--- src/rtl/owire_pkg.sv ---
package owire_pkg;

   // register offsets; software depends on these
   localparam logic [2:0] OFF_CTRL = 3'd0;
   localparam logic [2:0] OFF_DIV  = 3'd2;
   localparam logic [2:0] OFF_SRST = 3'd4;

   // bit positions inside the control register
   localparam int B_RESET = 7;
   localparam int B_PRES  = 6;
   localparam int B_WR0   = 5;
   localparam int B_WR1RD = 4;
   localparam int B_RDBIT = 3;

   typedef enum logic [1:0] {
      OP_NONE,
      OP_RESET,
      OP_WR0,
      OP_WR1RD
   } owire_op_e;

   typedef enum logic [1:0] {
      SQ_IDLE,
      SQ_RST_LOW,
      SQ_RST_LISTEN,
      SQ_SLOT
   } owire_state_e;

endpackage

--- src/rtl/owire_tick.sv ---
module owire_tick #(
   parameter int DIV_W = 8
) (
   input  logic             clk,
   input  logic             rst_n,
   input  logic             clr,
   input  logic             run,
   input  logic [DIV_W-1:0] div_val,
   output logic             tick
);

   logic [DIV_W-1:0] cnt_q;

   // the count starts from zero at each command so every microsecond is whole
   always_ff @(posedge clk or negedge rst_n) begin
      if (!rst_n) begin
         cnt_q <= '0;
      end else if (clr || !run) begin
         cnt_q <= '0;
      end else if (cnt_q == div_val) begin
         cnt_q <= '0;
      end else begin
         cnt_q <= cnt_q + 1'b1;
      end
   end

   assign tick = run && (cnt_q == div_val);


   tick_gap_chk: assert property (@(posedge clk) disable iff (!rst_n || clr)
      (tick && div_val != '0) |=> (!tick || div_val != $past(div_val)));

endmodule

--- src/rtl/owire_sync.sv ---
module owire_sync #(
   parameter int STAGES = 2
) (
   input  logic clk,
   input  logic rst_n,
   input  logic din,
   output logic dout
);

   logic [STAGES-1:0] chain_q;

   generate
      for (genvar i = 0; i < STAGES; i++) begin : g_stage
         if (i == 0) begin : g_first
            always_ff @(posedge clk or negedge rst_n) begin
               if (!rst_n) chain_q[i] <= 1'b1;
               else        chain_q[i] <= din;
            end
         end else begin : g_next
            always_ff @(posedge clk or negedge rst_n) begin
               if (!rst_n) chain_q[i] <= 1'b1;
               else        chain_q[i] <= chain_q[i-1];
            end
         end
      end
   endgenerate

   assign dout = chain_q[STAGES-1];

endmodule

--- src/rtl/owire_seq.sv ---
module owire_seq
   import owire_pkg::*;
#(
   parameter int RESET_LOW_US   = 511,
   parameter int PRESENCE_US    = 512,
   parameter int PRES_SAMPLE_US = 70,
   parameter int PRES_WIN_LO    = 60,
   parameter int PRES_WIN_HI    = 240,
   parameter int SLOT_US        = 60,
   parameter int READ_LOW_US    = 1,
   parameter int SAMPLE_US      = 15,
   parameter int RECOVERY_US    = 1
) (
   input  logic      clk,
   input  logic      rst_n,
   input  logic      clr,
   input  owire_op_e start_op,
   input  logic      tick,
   input  logic      line_s,
   output logic      busy_rst,
   output logic      busy_wr0,
   output logic      busy_wr1,
   output logic      drive_low,
   output logic      pres_q,
   output logic      bit_q
);

   localparam int W0_TOTAL = SLOT_US + RECOVERY_US;
   localparam int M1       = (RESET_LOW_US > PRESENCE_US) ? RESET_LOW_US : PRESENCE_US;
   localparam int US_MAX   = (M1 > W0_TOTAL) ? M1 : W0_TOTAL;
   localparam int US_W     = $clog2(US_MAX + 1);

   localparam logic [US_W-1:0] K_RLOW_END = US_W'(RESET_LOW_US - 1);
   localparam logic [US_W-1:0] K_PRES_END = US_W'(PRESENCE_US - 1);
   localparam logic [US_W-1:0] K_PSAMP    = US_W'(PRES_SAMPLE_US);
   localparam logic [US_W-1:0] K_WIN_LO   = US_W'(PRES_WIN_LO);
   localparam logic [US_W-1:0] K_WIN_HI   = US_W'(PRES_WIN_HI);
   localparam logic [US_W-1:0] K_W0_END   = US_W'(W0_TOTAL - 1);
   localparam logic [US_W-1:0] K_W1_END   = US_W'(SLOT_US - 1);
   localparam logic [US_W-1:0] K_W0_LOW   = US_W'(SLOT_US);
   localparam logic [US_W-1:0] K_W1_LOW   = US_W'(READ_LOW_US);
   localparam logic [US_W-1:0] K_SAMP     = US_W'(SAMPLE_US);

   owire_state_e     state_q;
   owire_op_e        op_q;
   logic [US_W-1:0]  us_q;
   logic             seen_q;
   logic             listen_hit;
   logic [US_W-1:0]  slot_end;
   logic [US_W-1:0]  slot_low;

   assign listen_hit = ((us_q >= K_WIN_LO) && (us_q < K_WIN_HI)) || (us_q == K_PSAMP);
   assign slot_end   = (op_q == OP_WR0) ? K_W0_END : K_W1_END;
   assign slot_low   = (op_q == OP_WR0) ? K_W0_LOW : K_W1_LOW;

   always_ff @(posedge clk or negedge rst_n) begin
      if (!rst_n) begin
         state_q <= SQ_IDLE;
         op_q    <= OP_NONE;
         us_q    <= '0;
         seen_q  <= 1'b0;
         pres_q  <= 1'b0;
         bit_q   <= 1'b0;
      end else if (clr) begin
         state_q <= SQ_IDLE;
         op_q    <= OP_NONE;
         us_q    <= '0;
         seen_q  <= 1'b0;
         pres_q  <= 1'b0;
         bit_q   <= 1'b0;
      end else begin
         unique case (state_q)
            SQ_IDLE: begin
               if (start_op != OP_NONE) begin
                  op_q    <= start_op;
                  us_q    <= '0;
                  seen_q  <= 1'b0;
                  state_q <= (start_op == OP_RESET) ? SQ_RST_LOW : SQ_SLOT;
               end
            end
            SQ_RST_LOW: begin
               if (tick) begin
                  if (us_q == K_RLOW_END) begin
                     us_q    <= '0;
                     state_q <= SQ_RST_LISTEN;
                  end else begin
                     us_q <= us_q + 1'b1;
                  end
               end
            end
            SQ_RST_LISTEN: begin
               if (tick) begin
                  if (listen_hit && !line_s) seen_q <= 1'b1;
                  if (us_q == K_PRES_END) begin
                     pres_q  <= seen_q || (listen_hit && !line_s);
                     state_q <= SQ_IDLE;
                     op_q    <= OP_NONE;
                  end else begin
                     us_q <= us_q + 1'b1;
                  end
               end
            end
            SQ_SLOT: begin
               if (tick) begin
                  if (us_q == K_SAMP) bit_q <= line_s;
                  if (us_q == slot_end) begin
                     state_q <= SQ_IDLE;
                     op_q    <= OP_NONE;
                  end else begin
                     us_q <= us_q + 1'b1;
                  end
               end
            end
            default: state_q <= SQ_IDLE;
         endcase
      end
   end

   assign busy_rst  = (state_q == SQ_RST_LOW) || (state_q == SQ_RST_LISTEN);
   assign busy_wr0  = (state_q == SQ_SLOT) && (op_q == OP_WR0);
   assign busy_wr1  = (state_q == SQ_SLOT) && (op_q == OP_WR1RD);
   assign drive_low = (state_q == SQ_RST_LOW) || ((state_q == SQ_SLOT) && (us_q < slot_low));


   end_on_tick_chk: assert property (@(posedge clk) disable iff (!rst_n)
      $fell(busy_rst || busy_wr0 || busy_wr1) |-> ($past(tick) || $past(clr)));


   drive_start_chk: assert property (@(posedge clk) disable iff (!rst_n)
      $rose(drive_low) |-> $past(state_q == SQ_IDLE));


   pres_update_chk: assert property (@(posedge clk) disable iff (!rst_n)
      !$stable(pres_q) |-> ($past(state_q == SQ_RST_LISTEN && tick) || $past(clr)));

endmodule

--- src/rtl/owire_master.sv ---
module owire_master
   import owire_pkg::*;
#(
   parameter int DIV_W          = 8,
   parameter int DIV_RESET      = 0,
   parameter int SYNC_STAGES    = 2,
   parameter int RESET_LOW_US   = 511,
   parameter int PRESENCE_US    = 512,
   parameter int PRES_SAMPLE_US = 70,
   parameter int PRES_WIN_LO    = 60,
   parameter int PRES_WIN_HI    = 240,
   parameter int SLOT_US        = 60,
   parameter int READ_LOW_US    = 1,
   parameter int SAMPLE_US      = 15,
   parameter int RECOVERY_US    = 1,
   parameter int MAX_SLOT_US    = 120
) (
   input  logic       clk,
   input  logic       rst_n,
   input  logic [2:0] reg_addr,
   input  logic       reg_wr,
   input  logic [7:0] reg_wdata,
   output logic [7:0] reg_rdata,
   output logic       line_drive_low,
   input  logic       line_in
);

   generate
      if (DIV_W < 1 || DIV_W > 8) begin : g_bad_div
         $error("divider width must be 1 to 8 bits");
      end
      if (SYNC_STAGES < 2) begin : g_bad_sync
         $error("synchronizer needs at least two stages");
      end
      if (PRES_WIN_LO >= PRES_WIN_HI || PRES_WIN_HI > PRESENCE_US ||
          PRES_SAMPLE_US >= PRESENCE_US) begin : g_bad_win
         $error("presence window must lie inside the listen time");
      end
      if (READ_LOW_US < 1 || SAMPLE_US <= READ_LOW_US || SAMPLE_US >= SLOT_US) begin : g_bad_samp
         $error("read sample must fall after the release and inside the slot");
      end
      if (RECOVERY_US < 1 || SLOT_US + RECOVERY_US > MAX_SLOT_US || RESET_LOW_US < 1) begin : g_bad_slot
         $error("slot length out of range");
      end
   endgenerate

   logic             soft_rst_q;
   logic [DIV_W-1:0] div_q;
   owire_op_e        start_op;
   logic             tick;
   logic             line_s;
   logic             busy_rst, busy_wr0, busy_wr1, busy_any;
   logic             seq_drive;
   logic             pres_q, bit_q;
   logic             ctrl_wr;

   assign ctrl_wr  = reg_wr && (reg_addr == OFF_CTRL) && !soft_rst_q;
   assign busy_any = busy_rst || busy_wr0 || busy_wr1;

   // command priority: reset, then write-zero, then write-one/read
   always_comb begin
      start_op = OP_NONE;
      if (ctrl_wr) begin
         if (reg_wdata[B_RESET])      start_op = OP_RESET;
         else if (reg_wdata[B_WR0])   start_op = OP_WR0;
         else if (reg_wdata[B_WR1RD]) start_op = OP_WR1RD;
      end
   end

   always_ff @(posedge clk or negedge rst_n) begin
      if (!rst_n) begin
         soft_rst_q <= 1'b0;
         div_q      <= DIV_W'(DIV_RESET);
      end else begin
         if (reg_wr && reg_addr == OFF_SRST) soft_rst_q <= reg_wdata[0];
         if (soft_rst_q) begin
            div_q <= DIV_W'(DIV_RESET);
         end else if (reg_wr && reg_addr == OFF_DIV) begin
            div_q <= reg_wdata[DIV_W-1:0];
         end
      end
   end

   owire_tick #(.DIV_W(DIV_W)) u_tick (
      .clk     (clk),
      .rst_n   (rst_n),
      .clr     (soft_rst_q),
      .run     (busy_any),
      .div_val (div_q),
      .tick    (tick)
   );

   owire_sync #(.STAGES(SYNC_STAGES)) u_sync (
      .clk   (clk),
      .rst_n (rst_n),
      .din   (line_in),
      .dout  (line_s)
   );

   owire_seq #(
      .RESET_LOW_US   (RESET_LOW_US),
      .PRESENCE_US    (PRESENCE_US),
      .PRES_SAMPLE_US (PRES_SAMPLE_US),
      .PRES_WIN_LO    (PRES_WIN_LO),
      .PRES_WIN_HI    (PRES_WIN_HI),
      .SLOT_US        (SLOT_US),
      .READ_LOW_US    (READ_LOW_US),
      .SAMPLE_US      (SAMPLE_US),
      .RECOVERY_US    (RECOVERY_US)
   ) u_seq (
      .clk       (clk),
      .rst_n     (rst_n),
      .clr       (soft_rst_q),
      .start_op  (start_op),
      .tick      (tick),
      .line_s    (line_s),
      .busy_rst  (busy_rst),
      .busy_wr0  (busy_wr0),
      .busy_wr1  (busy_wr1),
      .drive_low (seq_drive),
      .pres_q    (pres_q),
      .bit_q     (bit_q)
   );

   assign line_drive_low = seq_drive && !soft_rst_q;

   always_comb begin
      reg_rdata = 8'h00;
      if (!soft_rst_q && reg_addr == OFF_CTRL) begin
         reg_rdata[B_RESET] = busy_rst;
         reg_rdata[B_PRES]  = pres_q;
         reg_rdata[B_WR0]   = busy_wr0;
         reg_rdata[B_WR1RD] = busy_wr1;
         reg_rdata[B_RDBIT] = bit_q;
      end else if (!soft_rst_q && reg_addr == OFF_DIV) begin
         reg_rdata = 8'(div_q);
      end else if (reg_addr == OFF_SRST) begin
         reg_rdata[0] = soft_rst_q;
      end
   end


   soft_clear_chk: assert property (@(posedge clk) disable iff (!rst_n)
      soft_rst_q |=> (!busy_any && !pres_q && !bit_q));


   busy_hold_chk: assert property (@(posedge clk) disable iff (!rst_n || soft_rst_q)
      (busy_any && reg_wr && reg_addr == OFF_CTRL && !tick)
         |=> ($stable(busy_rst) && $stable(busy_wr0) && $stable(busy_wr1)));


   one_cmd_chk: assert property (@(posedge clk) disable iff (!rst_n)
      $onehot0({busy_rst, busy_wr0, busy_wr1}));

endmodule

--- config.mk ---
export PLATFORM = sky130hd
export DESIGN_NAME = owire_master
export DESIGN_NICKNAME = d
export VERILOG_FILES = /design/src/rtl/owire_pkg.sv /design/src/rtl/owire_tick.sv /design/src/rtl/owire_sync.sv /design/src/rtl/owire_seq.sv /design/src/rtl/owire_master.sv
export SDC_FILE = /design/constraint.sdc
export NUM_CORES = 1
export LEC_CHECK = 0
export ABC_AREA = 1
export ABC_CLOCK_PERIOD_IN_PS = 2100
export BUFFER_PORTS_ARGS = -buffer_cell sky130_fd_sc_hd__buf_2
export CAP_MARGIN = 20
export CORE_ASPECT_RATIO = 1.1
export CORE_MARGIN = 2
export CORE_UTILIZATION = 59
export CTS_CLUSTER_SIZE = 30
export DETAILED_ROUTE_END_ITERATION = 6
export GPL_TIMING_DRIVEN = 0
export HOLD_SLACK_MARGIN = 0.12
export PLACE_DENSITY = 0.85
export SLEW_MARGIN = 20
export SYNTH_ARGS = -nofsm -noshare
export SYNTH_HDL_FRONTEND = slang
export SYNTH_SLANG_ARGS = --single-unit
--- constraint.sdc ---
create_clock -name clk -period 2.1 [get_ports clk]
set_input_delay 0.105 -clock clk [delete_from_list [all_inputs] [get_ports clk]]
set_output_delay 0.105 -clock clk [all_outputs]
set_load 0.05 [all_outputs]
# --- Yosys cells after proc, flatten, opt, wreduce, memory -nomap -nowiden ---
# Cells that the tools add are included.
word_totals:
  ff_bits: 36
  latch_bits: 0
  ramBits: 0
  rom_bits: 0
  in_bits: 15
  output_inout_bits: 9
  wordCells: 130
  mem_count: 0
op_classes:
  add_sub_neg: 2
  n_mul: 0
  div: 0
  n_lt_le_gt_ge: 3
  eq_ne: 24
  shift: 0
  mux: 50
  bitwise_logic: 0
  n_reduce_logical: 40
op_table:
  columns: ["op", "count"]
  rows:
  - ["10-bit two-way mux", 8]
  - ["10-bit one-hot mux with 4 select lines", 1]
  - ["8-bit two-way mux", 4]
  - ["2-bit two-way mux", 15]
  - ["10-bit by 9-bit == test with 1-bit output, second input constant", 2]
  - ["3-bit by 2-bit inequality test with 1-bit output, second input constant", 5]
  - ["3-bit inequality test, second input constant", 5]
  - ["1-bit two-way mux", 14]
  - ["2-bit nonzero test", 7]
  - ["1-bit logical AND", 13]
  - ["6-bit AND reduction", 2]
  - ["10-bit by 1-bit adder with 10-bit output, second input constant", 1]
  - ["10-bit == test", 1]
  - ["10-bit by 4-bit == test with 1-bit output, second input constant", 1]
  - ["10-bit by 7-bit == test with 1-bit output, second input constant", 1]
  - ["10-bit by 6-bit >= comparator with 1-bit output, second input constant", 1]
  - ["10-bit < comparator", 1]
  - ["10-bit by 8-bit < comparator with 1-bit output, second input constant", 1]
  - ["8-bit by 1-bit adder with 8-bit output, second input constant", 1]
  - ["2-bit == test, second input constant", 4]
  - ["8-bit == test", 1]
  - ["2-bit one-hot mux with 4 select lines", 1]
  - ["1-bit logical OR", 7]
  - ["7-bit two-way mux", 1]
  - ["other kinds (16)", 21]

# --- Depth between registers and ports, before layout ---
depth:
  depth_word: 9
  mapped_depth: 12

# --- Hierarchy ---
# Synthesis repeated with hierarchy kept, for this count alone.
hier_totals:
  cells_unflattened: 395
  hier_area_um2: 2681.3
modules_own_cells:
  columns: ["mod", "instances", "cells_per_inst", "area_per_inst_um2"]
  rows:
  - ["owire_seq", 1, 226, 1505.2]
  - ["owire_master", 1, 93, 599.3]
  - ["owire_tick", 1, 74, 524.3]
  - ["owire_sync", 1, 2, 52.6]

# --- Least setup slack after synthesis ---
# No wires, ideal clock.
synth_path:
  path_type: "register to output"
  startpoint: "register u_seq.op_q[0]"
  endpoint: "output line_drive_low"
  t_arrival_ns: 2.446
  t_required_ns: 1.995
  path_slack_ns: -0.451
  path_stages_with_launch: 9
  path_buffers: 0
  path_cell_list: "dfrtp_1 -> inv_1 -> nand2_1 -> ha_1 -> a21boi_0 -> o21a_1 -> o21ai_0 -> a21boi_0 -> o21ai_0"
synth_via:
  elab_chain_len: 6
synth_lines:
  columns: ["element", "line", "source"]
  rows:
  - ["from (decl)", "owire_seq.sv:45", "owire_op_e op_q;"]
  - ["from (signal assigned)", "owire_seq.sv:75", "op_q <= start_op;"]
  - ["2-bit == test", "owire_seq.sv:54", "assign slot_low = (op_q == OP_WR0) ? K_W0_LOW : K_W1_LOW;"]
  - ["6-bit two-way mux", "owire_seq.sv:54", null]
  - ["10-bit < comparator", "owire_seq.sv:122", "assign drive_low = (state_q == SQ_RST_LOW) || ((state_q == SQ_SLOT) && (us_q < slot_low));"]
  - ["1-bit logical AND", "owire_seq.sv:122", null]
  - ["1-bit logical OR", "owire_seq.sv:122", null]
  - ["1-bit logical AND", "owire_master.sv:125", "assign line_drive_low = seq_drive && !soft_rst_q;"]
  - ["to (decl)", "owire_master.sv:24", "output logic line_drive_low,"]
# Every way passes these cells.

# --- Final worst setup path ---
# Same ends and word-level chain as after synthesis.

==> flow_metrics.py <==
metrics = {
    "status": {
        "run_status": "finished clean",
    },
    "sta": {
        "slew_violations": 0,
        "setup_viol": 0,
        "whs_ps": 149,
        "timing.final.crit_period_ps": 2080,
        "finalSetupTns_ps": 0,
        "slew_headroom": 0.471,
        "fin_ws_ps": 19.9,
        "fmax_mhz": 481,
        "hold_viol_final": 0,
        "timing.final.crit_share": 0.991,
        "rsz0062_at_grt": "yes",
        "worst_pin_slew_ps": 793,
        "skew_ps": 6.44,
    },
    "critical_path": {
        "endpoint_kind": "output pin",
        "crit_family": "compound AO/OA/AOI/OAI gates",
        "arrival_ps": 1980,
        "critPathMaxStageDelay_ps": 400,
        "critPathMaxFanout": 7,
        "cp.buffers_inverters": 2,
        "crit_chain": "inv_2 > nand2_4 > ha_4 > a21boi_1 > o21a_1 > o21ai_1 > a21boi_1 > o21ai_1 > buf_6",
        "path_class": "reg2out",
        "crit_required_ps": 2000,
        "worstSetupStartpointType": "flop",
        "cpMaxStageDelayCell": "dfrtp_1",
    },
    "logic_synthesis": {
        "netlist_area_mm2": 0.00247,
        "ys_ff_latch": 36,
        "ys_seq_area_frac": 0.366,
        "ys.warnings.count": 0,
        "synth_compound_area_frac": 0.113,
        "synthXorXnorAreaFrac": 0.0425,
        "syn_avg_cell_area_um2": 7.38,
        "synth_top_family_by_area": "simple AND/OR/NAND/NOR gates",
        "synth.mux.area_fraction": 0,
        "synth_adder_area_share": 0.0658,
        "syn_inst": 335,
        "yosys.area_share.simple": 0.327,
        "syn_nets": 363,
        "netlist-cell-type-count": 36,
    },
    "pwr": {
        "p_leak_nw": 1.40,
        "power_density_mw_per_mm2": 960,
        "vdd_drop_max_uv": 664,
    },
    "cells_and_area": {
        "syn2layout_area_growth_pct": 16.9,
        "fill_cells": 330,
        "fin_nets": 406,
        "final_common_cell": "nand2_1",
        "final_cell_area_mm2": 0.00289,
        "drive_gt1_frac": 0.174,
        "multi_input_comb_area_mm2": 0.00138,
        "regArea_um2": 905,
        "final_cell_mix": "nand2_1 (82), inv_1 (46), nor2_1 (35)",
        "diodes": 0,
        "utilization": 0.723,
    },
    "cts": {
        "cts_buffer_depth": 2,
        "clk_latency_ps": 290,
        "cts_tree": "done",
        "clk_pin_slew_ps": 70,
        "cts_buffers": 5,
        "root_buffer": "clkbuf_8",
        "cts_max_level": 2,
        "clock_sinks": 36,
    },
    "grt": {
        "grt-ovfl-total": 0,
        "grt_usage": 0.260,
        "grt_pass1_vias": 2085,
        "grt_max_degree": 37,
        "grt_pass1_wl_mm": 9.38,
        "antenna_found_initial": 0,
    },
    "floorplanning": {
        "die_y_um": 71.9,
        "std_cell_rows": 24,
        "initial_core_util": 0.619,
        "fp.dieW_um": 65.7,
        "core_mm2": 0.00399,
        "dieArea_mm2": 0.00472,
        "ios": 24,
    },
    "detailed_routing": {
        "drtPass1Iterations": 4,
        "ant_nets": 0,
        "drt-total-wl_mm": 5.83,
        "vias": 2294,
        "drcViolationCount": 0,
        "wire_per_inst_um": 13.5,
        "drt_iter0_drc": 105,
        "viasPerCell": 5.32,
    },
    "hold_path": {
        "holdCritPathClass": "in2reg",
    },
    "job": {
        "cap_violations": 0,
    },
    "placement": {
        "hpwl_mm": 4.21,
        "dp_slack_ps": 16.8,
        "place_area_mm2": 0.00265,
        "portBuffers": 23,
        "routabilityCongestion": 0.914,
    },
}
[metrics by stage]
| stage | power, mW | cells |
|---|---|---|
| floorplan | 1.91 | 335 |
| global placement | 2.19 | 410 |
| detailed placement | 2.22 | 410 |
| CTS | 2.73 | 426 |
| global route | 2.97 | 431 |
| finish | 2.77 | 431 |
[worst register-to-register path, stage by stage, from the launching register on]
cell and delay [ps]:
dfrtp_1 480, clkinv_2 220, nand3_2 200, nor2_2 150, o31ai_1 80, nand2_1 130
nand2_4 110, buf_6 160, o21ai_1 140, nand2_1 60
[cell families after synthesis]
logic type,after synthesis
AO/OA/AOI/OAI,47
XOR/XNOR,12
adder cells (fa/ha/maj),13
buffers and inverters,53
flip-flops,36
AND/OR/NAND/NOR,174
[flip-flops by register name (all words and copies together), names as in the netlist, 2 cells and up]
name and cells:
u_tick.cnt_q 8, u_seq.us_q 10, u_seq.op_q 2, u_seq.state_q 2, div_q 8
[per-layer routing]
layer | share of wire | up-vias | wire (um) | global-route usage
met5 | 0 | - | 0 | 0
met4 | 0.013 | 0 | 74 | 0.0787
li1 | - | 1167 | - | -
met1 | 0.41 | 1062 | 2400 | 0.317
met2 | 0.53 | 59 | 3110 | 0.461
met3 | 0.043 | 6 | 249 | 0.0518
[worst paths after layout]
path | startpoint | to | slack (ps) | cells past startpoint
worst max-delay path | u_seq.op_q[0] | line_drive_low | 20 | 9
worst min-delay path | reg_addr[2] | soft_rst_q | 150 | 3
worst max register to register | soft_rst_q | u_seq.us_q[6] | 260 | 9
worst min register to register | u_sync.chain_q[0] | u_sync.dout | 370 | 0
max in group asynchronous | rst_n | u_seq.op_q[1] | 1120 | 2
min in group asynchronous | rst_n | div_q[5] | 440 | 2
[Yosys cell counts]
| cell | n | area share |
|---|---|---|
| nand2_1 | 83 | 0.13 |
| inv_1 | 47 | 0.071 |
| nor2_1 | 36 | 0.055 |
| dfrtp_1 | 34 | 0.34 |
| nand3_1 | 20 | 0.041 |
| o21ai_0 | 15 | 0.030 |
| ha_1 | 13 | 0.066 |
| nor3_1 | 10 | 0.020 |
| o21ai_1 | 9 | 0.018 |
| xnor2_1 | 8 | 0.028 |
| a21oi_1 | 6 | 0.012 |
| nor2_2 | 6 | 0.015 |
| o22ai_1 | 4 | 0.010 |
| xor2_1 | 4 | 0.014 |
| nand2_2 | 3 | 0.0076 |
| nand3_2 | 3 | 0.012 |
| nand4_1 | 3 | 0.0076 |
| nor2_4 | 3 | 0.014 |
| o21ai_2 | 3 | 0.011 |
| o32ai_1 | 3 | 0.011 |
| a21boi_0 | 2 | 0.0061 |
| buf_6 | 2 | 0.0091 |
| clkbuf_1 | 2 | 0.0030 |
| dfstp_2 | 2 | 0.021 |
| inv_2 | 2 | 0.0030 |
| nor4_1 | 2 | 0.0051 |
| a211oi_1 | 1 | 0.0030 |
| a31oi_1 | 1 | 0.0025 |
| and2_1 | 1 | 0.0025 |
| nand2_4 | 1 | 0.0046 |
| nand3_4 | 1 | 0.0071 |
| nor3_4 | 1 | 0.0066 |
| nor3b_1 | 1 | 0.0030 |
| o211ai_1 | 1 | 0.0030 |
| o21a_1 | 1 | 0.0030 |
| o31ai_1 | 1 | 0.0030 |
[area by class of cell]
cell class,instances,share of cell area
Clock inverter,1,0.00173
Inverter,49,0.0641
Tap cell,52,0.0225
Multi-Input combinational cell,246,0.477
Sequential cell,36,0.313
Buffer,3,0.00910
Timing Repair Buffer,37,0.0862
Clock buffer,7,0.0264
[timing repair]
action | CTS | global route
setup endpoints to repair | 9 | 3
endpoints found under the hold margin | 43 | 0
hold buffers | 9 | 0
pin swaps | 0 | 3
buffers inserted | 0 | 5
gates resized for setup | 5 | 7
[power by group]
part / internal, mW / leakage, nW / total [mW] / switching (mW)
combinational: 0.458 / 0.876 / 1.39 / 0.934
sequential: 0.797 / 0.480 / 0.908 / 0.111
clock: 0.233 / 0.0422 / 0.474 / 0.241
Power figures use the tool's default switching activity.
